$ cat config.mk
export PLATFORM = sky130hd
export DESIGN_NAME = data_space_decoder
export DESIGN_NICKNAME = d
export VERILOG_FILES = /design/src/rtl/dsd_pkg.sv /design/src/rtl/dsd_data_decode.sv /design/src/rtl/dsd_io_map.sv /design/src/rtl/data_space_decoder.sv
export SDC_FILE = /design/constraint.sdc
export NUM_CORES = 1
export LEC_CHECK = 0
export ABC_CLOCK_PERIOD_IN_PS = 3600
export CORE_MARGIN = 3
export CORE_UTILIZATION = 25
export CTS_CLUSTER_SIZE = 10
export DETAILED_ROUTE_END_ITERATION = 8
export DONT_BUFFER_PORTS = 1
export RECOVER_POWER = 50
export SETUP_SLACK_MARGIN = 0.05
export SLEW_MARGIN = 20
export SYNTH_ARGS = -nofsm -noshare
export SYNTH_HDL_FRONTEND = slang
export SYNTH_HIERARCHICAL = 1
export SYNTH_SLANG_ARGS = --single-unit
$ cat constraint.sdc
create_clock -name clk -period 3.6 [get_ports clk]
set_input_delay 0.72 -clock clk [delete_from_list [all_inputs] [get_ports clk]]
set_output_delay 0.72 -clock clk [all_outputs]
set_load 0.02 [all_outputs]
$ cat src/rtl/dsd_pkg.sv
package dsd_pkg;

    typedef enum logic [2:0] {
        RGN_NONE = 3'd0,
        RGN_GPR  = 3'd1,
        RGN_CIO  = 3'd2,
        RGN_XIO  = 3'd3,
        RGN_RAM  = 3'd4
    } region_e;

    localparam int IO_AW      = 6;
    localparam int GPR_COUNT  = 32;
    localparam int CIO_BASE   = GPR_COUNT;
    localparam int CIO_COUNT  = 1 << IO_AW;
    localparam int XIO_BASE   = CIO_BASE + CIO_COUNT;
    localparam int BIT_LIMIT  = 32;

endpackage

$ cat src/rtl/dsd_data_decode.sv
module dsd_data_decode
    import dsd_pkg::*;
#(
    parameter int ADDR_W  = 16,
    parameter int EXT_TOP = 'h0FF,
    parameter int RAM_TOP = 'h08FF
) (
    input  logic              valid,
    input  logic [ADDR_W-1:0] addr,
    output region_e           region,
    output logic [ADDR_W-1:0] offset,
    output logic              bit_ok,
    output logic              oor
);
    localparam int RAM_BASE = EXT_TOP + 1;

    logic [31:0] a_w;

    always_comb begin
        a_w    = 32'(addr);
        region = RGN_NONE;
        offset = '0;
        bit_ok = 1'b0;
        oor    = 1'b0;
        if (valid) begin
            if (a_w < 32'(CIO_BASE)) begin
                region = RGN_GPR;
                offset = addr;
                bit_ok = 1'b1;
            end else if (a_w < 32'(XIO_BASE)) begin
                region = RGN_CIO;
                offset = ADDR_W'(a_w - 32'(CIO_BASE));
                bit_ok = (a_w - 32'(CIO_BASE)) < 32'(BIT_LIMIT);
            end else if (a_w <= 32'(EXT_TOP)) begin
                region = RGN_XIO;
                offset = ADDR_W'(a_w - 32'(XIO_BASE));
            end else if (a_w <= 32'(RAM_TOP)) begin
                region = RGN_RAM;
                offset = ADDR_W'(a_w - 32'(RAM_BASE));
            end else begin
                oor = 1'b1;
            end
        end
    end

endmodule

$ cat src/rtl/dsd_io_map.sv
module dsd_io_map
    import dsd_pkg::*;
#(
    parameter int ADDR_W = 16
) (
    input  logic              io_valid,
    input  logic [IO_AW-1:0]  io_addr,
    input  region_e           d_region,
    input  logic [ADDR_W-1:0] d_offset,
    output logic              hit,
    output logic              busy,
    output logic [IO_AW-1:0]  offset,
    output logic              bit_ok
);
    logic clash;

    always_comb begin
        clash  = io_valid && (d_region == RGN_CIO) && (d_offset == ADDR_W'(io_addr));
        hit    = io_valid && !clash;
        busy   = clash;
        offset = io_valid ? io_addr : '0;
        bit_ok = io_valid && (32'(io_addr) < 32'(BIT_LIMIT));
    end

endmodule

$ cat src/rtl/data_space_decoder.sv
module data_space_decoder
    import dsd_pkg::*;
#(
    parameter int ADDR_W  = 16,
    parameter int EXT_TOP = 'h0FF,
    parameter int RAM_TOP = 'h08FF
) (
    input  logic              clk,
    input  logic              rst_n,
    input  logic              data_valid,
    input  logic [ADDR_W-1:0] data_addr,
    input  logic              io_valid,
    input  logic [5:0]        io_addr,
    output logic [2:0]        data_region,
    output logic [ADDR_W-1:0] data_offset,
    output logic              data_bit_ok,
    output logic              data_oor,
    output logic              io_hit,
    output logic              io_busy,
    output logic [5:0]        io_offset,
    output logic              io_bit_ok
);
    localparam int XIO_SPAN = EXT_TOP - XIO_BASE;

    generate
        if (ADDR_W < 7 || EXT_TOP < XIO_BASE || RAM_TOP <= EXT_TOP
            || RAM_TOP >= (1 << ADDR_W) + 1) begin : g_bad_cfg
            $error("data_space_decoder: inconsistent window parameters");
        end
    endgenerate

    typedef struct packed {
        region_e           region;
        logic [ADDR_W-1:0] d_off;
        logic              d_bit;
        logic              d_oor;
        logic              io_hit;
        logic              io_busy;
        logic [IO_AW-1:0]  io_off;
        logic              io_bit;
    } state_t;

    state_t st_d, st_q;

    region_e           dec_region;
    logic [ADDR_W-1:0] dec_offset;
    logic              dec_bit, dec_oor;
    logic              map_hit, map_busy, map_bit;
    logic [IO_AW-1:0]  map_off;

    dsd_data_decode #(
        .ADDR_W (ADDR_W),
        .EXT_TOP(EXT_TOP),
        .RAM_TOP(RAM_TOP)
    ) u_decode (
        .valid (data_valid),
        .addr  (data_addr),
        .region(dec_region),
        .offset(dec_offset),
        .bit_ok(dec_bit),
        .oor   (dec_oor)
    );

    dsd_io_map #(
        .ADDR_W(ADDR_W)
    ) u_iomap (
        .io_valid(io_valid),
        .io_addr (io_addr),
        .d_region(dec_region),
        .d_offset(dec_offset),
        .hit     (map_hit),
        .busy    (map_busy),
        .offset  (map_off),
        .bit_ok  (map_bit)
    );

    always_comb begin
        st_d         = st_q;
        st_d.region  = dec_region;
        st_d.d_off   = dec_offset;
        st_d.d_bit   = dec_bit;
        st_d.d_oor   = dec_oor;
        st_d.io_hit  = map_hit;
        st_d.io_busy = map_busy;
        st_d.io_off  = map_off;
        st_d.io_bit  = map_bit;
    end

    always_ff @(posedge clk) begin
        if (!rst_n) begin
            st_q <= '0;
        end else begin
            st_q <= st_d;
        end
    end

    assign data_region = st_q.region;
    assign data_offset = st_q.d_off;
    assign data_bit_ok = st_q.d_bit;
    assign data_oor    = st_q.d_oor;
    assign io_hit      = st_q.io_hit;
    assign io_busy     = st_q.io_busy;
    assign io_offset   = st_q.io_off;
    assign io_bit_ok   = st_q.io_bit;

    // an out-of-range flag never comes with a selected region
    p_oor_no_region_r6: assert property (@(posedge clk) disable iff (!rst_n)
        data_oor |-> (data_region == 3'd0 && !data_bit_ok));

    // extended window offsets stay inside the configured span
    p_xio_span_r4: assert property (@(posedge clk) disable iff (!rst_n)
        (data_region == 3'd3) |-> (32'(data_offset) <= 32'(XIO_SPAN) && !data_bit_ok));

    // bit access on core I/O only in the lower half
    p_cio_bit_r3: assert property (@(posedge clk) disable iff (!rst_n)
        (data_region == 3'd2 && data_bit_ok) |-> (32'(data_offset) < 32'(BIT_LIMIT)));

    // granted I/O request carries bit capability only below 0x20
    p_io_bit_r7: assert property (@(posedge clk) disable iff (!rst_n)
        io_bit_ok |-> (io_offset < 6'd32));

    // a clash loses the I/O grant and leaves data on core I/O at the same index
    p_clash_r8: assert property (@(posedge clk) disable iff (!rst_n)
        io_busy |-> (!io_hit && data_region == 3'd2 && data_offset == ADDR_W'(io_offset)));

    // an idle data port yields no region on the next cycle
    p_idle_data_r9: assert property (@(posedge clk) disable iff (!rst_n)
        !data_valid |=> (data_region == 3'd0 && !data_oor));

    // an idle I/O port yields no grant and no clash
    p_idle_io_r9: assert property (@(posedge clk) disable iff (!rst_n)
        !io_valid |=> (!io_hit && !io_busy));

endmodule

==> results of run 1 <==
==> critical path: stages <==
cell     delay [ps]
or4_4           550
or2_2           370
nor4b_1         450
o21ai_0         130
nor3b_1         180
nor4_2          270
nand4_1         130
o31a_1          310
and2_2          190
==> synth_stat cells, drive strengths merged (3+ instances only) <==
master   n  area share, %
and3     7            2.7
nand3    3           0.92
and2    37             15
nor2b    4            1.5
clkbuf   9            2.3
inv      6            1.4
a21oi    5            1.5
nand4    4            1.5
o31a     3            1.6
ha       4            3.1
dfxtp   30             37
nor4     6            2.7
nand2b   3            1.2
xnor2    9            4.9
nand2    9            2.1
mux2i    3            1.9
nor3     7            2.2
nor2    14            3.2
==> routing by layer <==
metal	routed length [um]	track usage, %	vias up
li1	-	-	653
met1	1970	15.7	592
met2	1950	18.4	51
met3	307	2.57	4
met4	46	4.25	0
met5	0	0	-
==> logic make-up after synthesis <==
kind of cell | count (synthesis) | share of synthesized area (%)
adder cells (fa/ha/maj) | 4 | 3.08
AO/OA/AOI/OAI | 20 | 9.79
buffers and inverters | 15 | 3.70
multiplexers | 3 | 1.85
AND/OR/NAND/NOR | 106 | 39.2
flip-flops | 30 | 37.0
XOR/XNOR | 10 | 5.40
==> area by class of cell <==
cell class / instances / area, um2 / area share, %
repair buffers: 4 / 30.0 / 1.65
inverters: 6 / 22.5 / 1.24
clock inverters: 3 / 40.0 / 2.20
flip-flops and latches: 30 / 601 / 33.0
multi-input cells: 143 / 962 / 52.9
well taps: 75 / 93.8 / 5.16
clock buffers: 5 / 68.8 / 3.79
==> how the worst min path moves through the flow <==
stage	startpoint	endpoint
4_1_cts	rst_n	data_offset[1]
3_5_place_dp	rst_n	data_offset[14]
6_report	rst_n	data_offset[0]
3_3_place_gp	rst_n	data_offset[0]
2_1_floorplan	io_addr[5]	io_bit_ok
5_1_grt	rst_n	io_offset[3]
==> cells in the final DEF, fill, tap and decap left out, types with 3 or more instances in the layout <==
cell,synthesis,final
clkbuf_8,0,5
a21oi_1,5,5
ha_1,4,4
nor2b_1,4,4
nand4_1,4,4
mux2i_1,3,3
buf_4,0,4
and3_1,7,7
nand2_1,9,9
nand2b_1,3,3
o31a_1,3,3
dfxtp_1,30,30
nand3_1,3,3
and2_2,12,12
inv_1,6,6
nor3_1,7,7
nor4_1,5,5
xnor2_1,9,9
and2_1,25,25
nor2_1,14,14
==> metrics by stage <==
stage	util (%)	cells
after floorplan	-	188
after global placement	28.0	258
after detailed placement	28.0	258
after CTS	29.8	266
after global routing	29.8	266
final	29.8	266
==> power by group <==
group / total, uW / internal, uW / switching (uW) / leakage (uW)
Sequential: 346 / 337 / 8.36 / 0.000243
Combinational: 53.4 / 27.0 / 26.4 / 0.000391
Clock: 324 / 203 / 121 / 0.0000579
==> sequential cells by signal, summed over array words and instances, names as in the netlist <==
name,cells
io_busy,1
io_bit_ok,1
data_offset,16
data_bit_ok,1
io_offset,6
data_oor,1
data_region,3
io_hit,1
==> flow_summary.toml, run 1 <==
[placed_design]
port_buffers = 0
placed_area_um2 = 1710
gp_congestion = 0.899
place_ws_ps = 240
dp_hpwl_um = 3440

[setup_path]
crit_end = "io_hit"
worstPathRequired_ps = 3770
critPathArrivalTime_ps = 3290
path_class = "in2reg"
crit_path_start = "data_addr[14]"
end_kind = "register"
crit_fanout = 6
critPathLaunchType = "input port"

[timing]
fin_crit_ps = 3130
finalHoldViolations = 0
drv_slew = 0
hold_slack_ps = 566
rsz0062_at_grt = "false"
setup_ws_ps = 472
clock.fmax_ghz = 0.320
tightestPinTransition_ps = 593
post-route-period-util_pct = 86.9
maxSlewHeadroom_pct = 60.4
timing.setup.tns_ps = 0
setup_viol = 0

[logic_synthesis]
ys_types = 40
ys.warnings.count = 6
synth_cells = 188
synth_area_um2 = 1620
syn_nets = 218
synth_flop_cell = "dfxtp_1"
synth_seq_cells = 30
synth-async-reset-ratio_pct = 0
seq_area_frac_synth_pct = 37.0
synth-edff-count = 0
avgSynthCellArea_um2 = 8.63

[clocking]
postCtsSetupBuffers = 0
tritoncts = "yes"
cts-hold-fix-buffers = 0
cts.sinks = 30
cts_resized = 0
cts_made_buffers = 5
cts_max_level = 2
cts_root_buffer = "clkbuf_8"
clockBufferDepth = 2
clk_pin_slew_ps = 60

[detailed_routing]
drcViolationCount = 0
first_pass_iters = 4
wl_um = 4270
routedWlPerCell_um = 16.0
ant_nets = 0
vias = 1300
drt_iter0_markers = 110
vias_per_cell = 4.89

[global_route]
grt_pass1_wl_um = 6770
grt_antenna_before_repair = 0
grt_usage_pct = 11.7
grt_max_degree = 31
overflow = 0
grt_pass1_vias = 1262

[floorplanning]
die_x_um = 86.6
io_pins = 56
std_cell_rows = 28
fp.dieH_um = 86.6
die_area_um2 = 7490
coreArea_um2 = 6100
initial_core_util_pct = 26.6

[finish]
final_net_count = 220
n_fill_cell = 669
area_growth_pct = 12.0
drive_above_1_share_pct = 16.8
final_area_um2 = 1820
n_antenna_cell = 0

[flow_run]
cap_violations = 0

[pwr]
p_total_uw = 723
peakVddDrop_v = 0.000270
p_leak_uw = 0.000692
powerDensity_nw_per_um2 = 398

[worst_hold_path]
holdCritPathClass = "in2reg"
holdPathStages = 1

[run_status]
status = "complete, no violations"
(Power assumes the default switching activity.)
==> run 2: changes to the inputs <==
- PLACE_DENSITY: not set -> 0.45
==> flow_summary.toml, run 2 (same netlist as run 1, synthesis figures left out) <==
[run_status]
status = "complete, no violations"

[detailed_routing]
vias_per_cell = 4.67
m1WireLength_um = 1990
wl_met3_um = 303
vias = 1242
routedWlPerCell_um = 15.9
drt_iter0_markers = 73
drcViolationCount = 0
wl_um = 4240
wl_met2_um = 1880
ant_nets = 0
top_layer = "met4"
first_pass_iters = 4

[pwr]
swShare_pct = 22.5
seq_power_share_pct = 51.7
p_int_uw = 518
p_total_uw = 668
clkPwrFrac_pct = 40.4
p_leak_uw = 0.000683
powerDensity_nw_per_um2 = 371
power_frac_comb_pct = 7.9
switchingPower_uw = 151
peakVddDrop_v = 0.000207

[setup_path]
path_class = "in2reg"
crit_fanout = 6
critPathArrivalTime_ps = 3250
end_kind = "register"
worstPathRequired_ps = 3770
critPathLaunchType = "input port"

[placed_design]
port_buffers = 0
gp_congestion = 0.791
dp_hpwl_um = 3350
placed_area_um2 = 1710

[clocking]
cts.sinks = 30
clockBufferDepth = 2
cts_max_level = 2
cts_resized = 0
postCtsSetupBuffers = 0
tritoncts = "yes"
cts-hold-fix-buffers = 0
cts_made_buffers = 5
cts_root_buffer = "clkbuf_8"
clk_pin_slew_ps = 60

[global_route]
grt_pass1_wl_um = 7250
grt_max_degree = 31
grt_antenna_before_repair = 0
grt_usage_pct = 12.4
overflow = 0
grt_pass1_vias = 1285

[timing]
timing.setup.tns_ps = 0
drv_slew = 0
finalHoldViolations = 0
setup_viol = 0
post-route-period-util_pct = 85.7
rsz0062_at_grt = "false"
maxSlewHeadroom_pct = 68.2
fin_crit_ps = 3090
tightestPinTransition_ps = 476
clock.fmax_ghz = 0.324

[floorplanning]
std_cell_rows = 28
io_pins = 56
fp.dieH_um = 86.6
coreArea_um2 = 6100
die_x_um = 86.6
initial_core_util_pct = 26.6
die_area_um2 = 7490

[finish]
final_cell_mix = "dfxtp_1 (30), and2_1 (25), nor2_1 (14), and2_2 (12)"
n_fill_cell = 679
multiInputGateArea_um2 = 962
final_area_um2 = 1800
area_growth_pct = 10.9
regArea_um2 = 601
final_net_count = 220
n_antenna_cell = 0
layout_commonest_cell = "dfxtp_1"
drive_above_1_share_pct = 16.2
largest_reg_flops = 16

[flow_run]
cap_violations = 0

[worst_hold_path]
holdCritPathClass = "in2reg"
holdPathStages = 1
min-delay-start = "rst_n"
whs_endpoint = "io_offset[3]"
[run 2: changes by cell type in the layout (fill, tap and decap cells not counted), sizes merged]
| cell | delta |
|---|---|
| bufinv | -1 |
| clkbuf | +2 |
| clkinv | -1 |
[run 2: how the worst max path moves through the flow]
stage | from | to | slack, ps | cells after the start
2_1_floorplan | data_addr[14] | io_hit | 360 | 10
3_3_place_gp | data_addr[14] | io_hit | 330 | 9
3_5_place_dp | data_addr[14] | io_hit | 280 | 9
4_1_cts | data_addr[14] | io_hit | 550 | 9
5_1_grt | data_addr[14] | io_hit | 340 | 9
6_report | data_addr[14] | io_hit | 510 | 9
[run 2: through the flow]
stage          std cells  hold WS (ps)  setup slack, ps  util (%)
6_report             266           569              514      29.5
2_1_floorplan        188           951              363         -
3_5_place_dp         258           848              282      28.0
3_3_place_gp         258           845              330      28.0
4_1_cts              266           557              547      29.5
5_1_grt              266           555              337      29.5
[run 2: power groups by stage]
| stage | sequential (uW) | clock [uW] | combinational [uW] |
|---|---|---|---|
| floorplan | 352 | 0 | 48.3 |
| global placement | 353 | 0 | 52.7 |
| detailed placement | 353 | 0 | 52.3 |
| CTS | 346 | 282 | 52.7 |
| global route | 346 | 299 | 59.4 |
| finish | 346 | 270 | 52.7 |
[run 2: worst max-delay path: stages]
cell and delay, ps:
or4_4 550, or2_2 370, or3_1 390, a31oi_1 290
nor3_1 110, nor4_1 250, nand2_1 120, o31a_1 280
and2_2 180
[run 2: cell type report]
type,count,area share (%)
repair buffers,4,1.67
clock buffers,7,4.79
clock inverters,1,0.278
flip-flops and latches,30,33.4
inverters,6,1.25
well taps,75,5.21
multi-input cells,143,53.4
[run 2: layer usage]
layer | global-route usage, % | vias up
met3 | 3.71 | 5
met1 | 16.9 | 546
li1 | - | 646
met2 | 18.6 | 45
met5 | 0 | -
met4 | 4.25 | 0
==> run 3: changes to the inputs <==
- CORE_ASPECT_RATIO: not set -> 1.5
- SKIP_CTS_REPAIR_TIMING: not set -> 1
- SYNTH_HIERARCHICAL: 1 -> not set
==> flow_summary.toml, run 3 <==
[logic_synthesis]
syn_nets = 210
synth_area_um2 = 1580
synth-async-reset-ratio_pct = 0
avgSynthCellArea_um2 = 8.76
seq_area_frac_synth_pct = 38.1
ys.warnings.count = 0
synth_cells = 180
synthTopCellsByCount = "dfxtp_1 (30), nor2_1 (18), and3_1 (13), nand2_1 (12), a21oi_1 (10)"
ys_types = 49
synth-edff-count = 0
netlist.area_leader.share_pct = 38.1
yosys-top-cells-area = "dfxtp_1 (38%), and3_1 (5.2%), nor2_1 (4.3%)"
synth_flop_cell = "dfxtp_1"
synth_seq_cells = 30
synth_most_common_cell = "dfxtp_1"
yosys.area.top_type = "dfxtp_1"

[setup_path]
cp.depth = 8
crit_path_start = "data_addr[8]"
crit_family = "compound AO/OA/AOI/OAI gates"
end_kind = "register"
critPathLaunchType = "input port"
crit_fanout = 8
slowest_delay_ps = 530
cp_num_buf_inv = 1
crit_end = "io_hit"
cp_common_cell = "a21oi_1"
cpMaxStageDelayCell = "or4b_4"
crit_chain = "inv_1 > ha_1 > or4b_4 > or3_4 > a2111oi_0 > a21oi_1 > a22oi_1 > a21oi_1"
path_class = "in2reg"
worstPathRequired_ps = 3740
critPathArrivalTime_ps = 3000

[floorplanning]
die_area_um2 = 7310
initial_core_util_pct = 26.5
die_x_um = 70.8
coreArea_um2 = 5960
fp.dieH_um = 103
std_cell_rows = 34
io_pins = 56

[pwr]
clkPwrFrac_pct = 44.4
p_int_uw = 566
swShare_pct = 22.5
p_total_uw = 730
p_leak_uw = 0.000688
peakVddDrop_v = 0.000170
seq_power_share_pct = 47.5
switchingPower_uw = 164
powerDensity_nw_per_um2 = 411
power_frac_comb_pct = 8.1

[global_route]
grt_antenna_before_repair = 0
use_met2_pct = 22.6
grt_pass1_wl_um = 7640
busiest_layer = "met2"
met1_usage_pct = 14.7
overflow = 0
grt_max_degree = 19
grt_usage_pct = 13.4
grt_pass1_vias = 1420
use_met3_pct = 3.77

[clocking]
clk_pin_slew_ps = 60
cts_made_buffers = 5
tritoncts = "yes"
cts.sinks = 30
cts_root_buffer = "clkbuf_8"
clockBufferDepth = 2
cts_max_level = 2

[finish]
final_cell_mix = "dfxtp_1 (30), nor2_1 (18), and3_1 (13), nand2_1 (12), a21oi_1 (10)"
fin_util_pct = 29.9
n_fill_cell = 667
multiInputGateArea_um2 = 927
area_growth_pct = 12.9
layout_commonest_cell = "dfxtp_1"
regArea_um2 = 601
largest_reg_flops = 16
final_net_count = 216
drive_above_1_share_pct = 11.8
n_antenna_cell = 0
fin_cells = 259

[timing]
maxSlewHeadroom_pct = 62.7
finalHoldViolations = 0
post-route-period-util_pct = 79.3
tightestPinTransition_ps = 554
setup_viol = 0
timing.setup.tns_ps = 0
drv_slew = 0
clock.fmax_ghz = 0.350
fin_crit_ps = 2850
rsz0062_at_grt = "false"

[run_status]
status = "complete, no violations"

[detailed_routing]
drt_iter0_markers = 57
ant_nets = 0
vias = 1394
wl_um = 4830
vias_per_cell = 5.38
drcViolationCount = 0
routedWlPerCell_um = 18.6
first_pass_iters = 4

[worst_hold_path]
holdPathStages = 1
holdCritPathClass = "in2reg"

[flow_run]
cap_violations = 0

[placed_design]
port_buffers = 0
gp_congestion = 0.921
dp_hpwl_um = 3950
dp_cells = 251
[run 3: worst min-delay path by stage]
| stage | from | endpoint |
|---|---|---|
| 2_1_floorplan | io_addr[5] | io_bit_ok |
| 3_3_place_gp | io_addr[5] | io_bit_ok |
| 3_5_place_dp | io_addr[5] | io_bit_ok |
| 4_1_cts | io_addr[5] | io_bit_ok |
| 5_1_grt | io_addr[5] | io_bit_ok |
| 6_report | io_addr[5] | io_bit_ok |
[run 3: power by group through the flow]
stage / registers (uW) / logic (uW) / clock network [uW]
4_1_cts: 347 / 58.5 / 335
5_1_grt: 347 / 65.1 / 352
2_1_floorplan: 354 / 52.1 / 0
6_report: 347 / 58.9 / 325
3_3_place_gp: 355 / 60.2 / 0
3_5_place_dp: 355 / 58.3 / 0
[run 3: cells by family (layout without fill, tap and decap cells)]
group,after synthesis,in the layout,share of synthesized area [%]
compound gates,46,46,20.5
xor+xnor,9,9,5.00
fa+ha+maj,4,4,3.17
buf+inv,11,18,3.09
flops,30,30,38.1
simple gates,80,80,30.2
[run 3: per-layer routing]
layer	part of all wire [%]	vias to the layer above
li1	-	684
met1	40	639
met2	51	59
met3	5.7	12
met4	3.7	0
met5	0	-
[run 3: area by class of cell]
class	instances	share of cell area (%)
Multi-Input combinational cell	139	52.1
Tap cell	72	5.06
Clock inverter	3	2.25
Sequential cell	30	33.8
Clock buffer	5	3.87
Inverter	6	1.27
Timing Repair Buffer	4	1.69
[run 3: metrics by stage]
stage	hold slack [ps]	cell area (um2)	worst slack, ps
after floorplan	792	1580	747
after global placement	794	1670	566
after detailed placement	795	1670	494
after CTS	497	1780	779
after global routing	504	1780	534
final	510	1780	745
